### src/rtl/ts_monitor.sv
module ts_monitor #(
  parameter int NCH       = 31,
  parameter int CW        = 16,
  parameter int DW        = 32,
  parameter int RAM_WORDS = 32,
  localparam int AW       = (RAM_WORDS > 1) ? $clog2(RAM_WORDS) : 1
) (
  input  logic           clk,
  input  logic           rst_n,
  input  logic [NCH-1:0] hit,
  input  logic           slice_start,
  output logic           irq,
  output logic           ram_rd,
  output logic [AW-1:0]  ram_addr,
  input  logic [DW-1:0]  ram_rdata,
  output logic           out_valid,
  input  logic           out_ready,
  output logic [DW-1:0]  out_data,
  output logic           out_last,
  input  logic           stat_wr,
  input  logic           stat_wdata,
  output logic [1:0]     status
);
  localparam int NW  = NCH + RAM_WORDS;
  localparam int IW  = $clog2(NW + 1);
  localparam int CIW = (NCH > 1) ? $clog2(NCH) : 1;

  typedef enum logic [1:0] {IDLE, FETCH, SEND} ph_t;

  logic [CW-1:0] cnt  [NCH];
  logic [CW-1:0] snap [NCH];
  logic [CW-1:0] word_q;
  ph_t           ph;
  logic [IW-1:0] idx;
  logic          busy_q, ovr_q, pend_q;
  logic          is_cnt, hs, fin;

  assign is_cnt    = idx < IW'(NCH);
  assign out_valid = (ph == SEND);
  assign out_last  = out_valid && (idx == IW'(NW - 1));
  assign out_data  = is_cnt ? DW'(word_q) : ram_rdata;
  assign ram_rd    = (ph == FETCH) && !is_cnt;
  assign ram_addr  = AW'(idx - IW'(NCH));
  assign hs        = out_valid && out_ready;
  assign fin       = hs && out_last;
  assign status    = {ovr_q, busy_q};

  always_ff @(posedge clk) begin
    for (int i = 0; i < NCH; i++) begin
      if (!rst_n) begin
        cnt[i]  <= '0;
        snap[i] <= '0;
      end else if (slice_start) begin
        snap[i] <= cnt[i];
        cnt[i]  <= CW'(hit[i]);
      end else if (hit[i] && cnt[i] != {CW{1'b1}}) begin
        cnt[i]  <= cnt[i] + 1'b1;
      end
    end
  end

  always_ff @(posedge clk) begin
    if (!rst_n) begin
      ph     <= IDLE;
      idx    <= '0;
      word_q <= '0;
    end else begin
      case (ph)
        IDLE: if (slice_start) begin
          ph  <= FETCH;
          idx <= '0;
        end
        FETCH: begin
          if (is_cnt) word_q <= snap[idx[CIW-1:0]];
          ph <= SEND;
        end
        default: if (hs) begin
          if (out_last) begin
            ph  <= (pend_q || slice_start) ? FETCH : IDLE;
            idx <= '0;
          end else begin
            ph  <= FETCH;
            idx <= idx + 1'b1;
          end
        end
      endcase
    end
  end

  always_ff @(posedge clk) begin
    if (!rst_n) begin
      busy_q <= 1'b0;
      ovr_q  <= 1'b0;
      pend_q <= 1'b0;
      irq    <= 1'b0;
    end else begin
      irq <= slice_start;
      if (slice_start)        busy_q <= 1'b1;
      else if (fin && !pend_q) busy_q <= 1'b0;
      if (fin)                          pend_q <= 1'b0;
      else if (slice_start && busy_q)   pend_q <= 1'b1;
      if (slice_start && busy_q)        ovr_q <= 1'b1;
      else if (stat_wr && stat_wdata)   ovr_q <= 1'b0;
    end
  end
endmodule


### config.mk
export PLATFORM = sky130hd
export DESIGN_NAME = ts_monitor
export DESIGN_NICKNAME = d
export VERILOG_FILES = /design/src/rtl/ts_monitor.sv
export SDC_FILE = /design/constraint.sdc
export NUM_CORES = 2
export LEC_CHECK = 0
export BUFFER_PORTS_ARGS = -buffer_cell sky130_fd_sc_hd__buf_2
export CAP_MARGIN = 20
export CORE_MARGIN = 2
export CORE_UTILIZATION = 33
export CTS_CLUSTER_SIZE = 25
export DETAILED_ROUTE_END_ITERATION = 16
export GPL_TIMING_DRIVEN = 0
export SYNTH_ARGS = -nofsm -noshare
export SYNTH_HDL_FRONTEND = slang
export SYNTH_SLANG_ARGS = --single-unit
### constraint.sdc
create_clock -name clk -period 12.5 [get_ports clk]
set_input_delay 1.875 -clock clk [delete_from_list [all_inputs] [get_ports clk]]
set_output_delay 1.875 -clock clk [all_outputs]
set_load 0.1 [all_outputs]
==> metrics.txt <==
status completed; final setup margin 6.72 ns; die height 393 um; largest net degree at the start of global routing between 100 and 150; CP Max Fanout 10; layout cells sized above 1 12.1%; largest cells by area after synthesis edfxtp_1 60%, and3_1 6.4%, mux4_2 4.2%, nor2_1 4.2%, xor2_1 4.1%; power share of the sequential group 51.7%; Tmin final approximately 5.8 ns; fin util 37.9%; WP data required between 10 and 15 ns; leakage 21.3 nW; post-cts sizing count 0; Critical-path top delay cell nor3b_1; vias per inst 5.29; CTS tree done; DRC viols 0; Slew Viols, Final 0; worst skew pair latency 0.74 ns; number of hold violations in the final report 0; CP top delay family buffers and inverters; count leader, synth edfxtp_1; total grt overflow 0; Core Area 150000 um^2; RR Endpoint word_q[7]; Worst Hold End pend_q; period utilization 46.3%; hold path start pend_q; distinct cell type count after synthesis 73; number of cells on the critical path 6; Post-synth EDFFs 992; RR Startpoint idx[1]; Worst R2R Path Depth 7; DR pass1 iterations 6; Post-Syn Area per Cell 12.1 um^2; IO Count approximately 110; min-delay worst type register to register; wire per inst 22.4 um; dpl cells 6267; VDD IR max 0.121 mV; number of global-route vias before repair 32226; fin cells roughly 6500; worst path buffer plus inverter count 3; sw power 0.00188 W; hpwl dp 106000 um; P_int 0.00601 W; Comb power frac around 6.0%; maximum buffer depth of the clock tree 3; Place WS 6.67 ns; Startpoint Class register; NumNets Final 4465; Clk network pwr share 42.3%; Fmax between 150 and 200 MHz; Die ar. between 150000 and 200000 um^2; DRT iter0 DRCs 3988; Clock transition at path regs 0.06 ns; RSZ-0062 raised after global routing no; via count 34262; TritonCTS Sinks 1020; Hold Path Stages 2; CP Class register to primary output; initial antenna violation count 17; TritonCTS buffer count 110; Routed WL 145000 um; count of input and output buffers between 100 and 150; slowest stage delay, CP about 0.71 ns; Synth Flop Type edfxtp_1; Synth Cell Area about 50000 um^2; global-route wire length before repair 211000 um; Mapped Nets 4231; max cap viols 0; sw frac about a quarter; # setup viols final 0; pwr/cell area 139 nW/um^2; critical path cell sequence ha_1 > clkbuf_4 > a31oi_2 > clkbuf_1 > nor3b_1 > buf_2; commonest cells in the netlist 992 x edfxtp_1, 564 x nor2_1, 507 x and3_1; Area Growth Syn to Fin 14.0%; Syn Inst Count 4129; share of the synthesized area in the top cell type approximately three fifths; Max transition margin 14.5%; chip width 393 um; Crit. End Element primary output; Critical Path AT 3.91 ns; flop2flop setup slack 8.93 ns; GRT Util Overall 18.6%; worst slew pin tran 1.25 ns; dominant cell type by area after synthesis edfxtp_1; CTS Hold Bufs 0; post-CTS setup buffer count 0; Synth Warn # 0; FP Rows roughly 140; setup TNS after final layout 0 ns; Fin Clk Skew 0.0342 ns; Final ANT Viol Nets 0; CTS root buffer clkbuf_16; htree depth 3; Async S/R FF share, synth 0%; FF+latch count, synth between 1000 and 1500; Seq/Total Area, Yosys 60.9%; Final Wtd Congestion 0.965; initial core utilization between 30% and 40%
## cells in the final DEF, fill, tap and decap left out, types with 14 or more instances in the layout
cell type	Yosys	routed
a21oi_1	51	51
a221oi_1	14	14
and2_1	34	34
and3_1	507	507
and4_1	51	51
buf_2	58	167
buf_4	21	24
clkbuf_1	158	173
clkbuf_16	0	113
clkinv_1	0	20
clkinv_2	0	21
dfxtp_1	28	28
edfxtp_1	992	992
ha_1	33	33
inv_1	91	91
mux2_2	33	33
mux4_2	94	94
nand2_1	318	318
nand3_1	192	192
nand4_1	103	103
nor2_1	564	564
nor2b_1	27	27
nor3_1	115	115
o21ai_0	61	58
or2_2	19	19
xnor2_1	202	202
xor2_1	231	231
## power by group through the flow
stage | clock network (W) | logic [W] | registers (W)
floorplan | 0 | 0.000304 | 0.00409
global placement | 0 | 0.000453 | 0.00417
detailed placement | 0 | 0.000465 | 0.00415
CTS | 0.00339 | 0.000468 | 0.00408
global route | 0.00352 | 0.000505 | 0.00410
finish | 0.00334 | 0.000471 | 0.00408
## state kept, by name (all words and copies together), names as in the netlist
| register | cells |
|---|---|
| cnt | 496 |
| snap | 496 |
| busy_q | 1 |
| idx | 6 |
| word_q | 16 |
| ovr_q | 1 |
| irq | 1 |
| ph | 2 |
| pend_q | 1 |
## cells by family after synthesis
family | share of synthesized area [%]
multiplexers | 5.24
XOR/XNOR | 7.61
buffers and inverters | 3.02
adder cells (fa/ha/maj) | 0.829
AND/OR/NAND/NOR | 19.9
flip-flops | 60.9
AO/OA/AOI/OAI | 2.51
## stage by stage
step	hold WS [ns]	area, um^2	power, W
after detailed placement	0.528	53100	0.00461
after global placement	0.512	52900	0.00462
after floorplan	0.442	49800	0.00440
final	0.551	56800	0.00789
after global routing	0.566	56800	0.00812
after CTS	0.542	56800	0.00794
## layout make-up
type | count | area (um^2)
clock buffers | 135 | 2950
multi-input cells | 2761 | 18000
fillers | 14390 | 93000
repair buffers | 122 | 767
inverters | 92 | 345
flip-flops and latches | 1020 | 30300
clock inverters | 71 | 698
well taps | 2016 | 2520
diodes | 4 | 10.0
plain buffers | 256 | 1170
## how the worst max path moves through the flow
stage	startpoint	to	slack [ns]
2_1_floorplan	slice_start	cnt[0][23]	3.13
3_3_place_gp	rst_n	cnt[0][24]	-0.32
3_5_place_dp	rst_n	cnt[0][86]	6.67
4_1_cts	idx[1]	ram_rd	6.70
5_1_grt	idx[1]	ram_rd	6.70
6_report	idx[1]	ram_rd	6.72
## layer usage
| layer | up-vias | part of all wire (%) | routed length, um | track usage, % |
|---|---|---|---|---|
| met5 | - | 0.028 | 41 | 0 |
| met4 | 6 | 3.5 | 5150 | 6.65 |
| met3 | 240 | 9.7 | 14100 | 4.20 |
| met2 | 1438 | 44 | 63800 | 27.8 |
| met1 | 17012 | 43 | 62200 | 26.3 |
| li1 | 15566 | - | - | - |
## worst register-to-register path, cell delays in order (launching register included)
cell	delay, ns
dfxtp_1	0.67
buf_4	0.34
buf_4	0.34
buf_2	0.37
buf_1	0.48
a21oi_1	0.19
nor3_1	0.92
nor3_1	0.09
(Power assumes the default switching activity.)
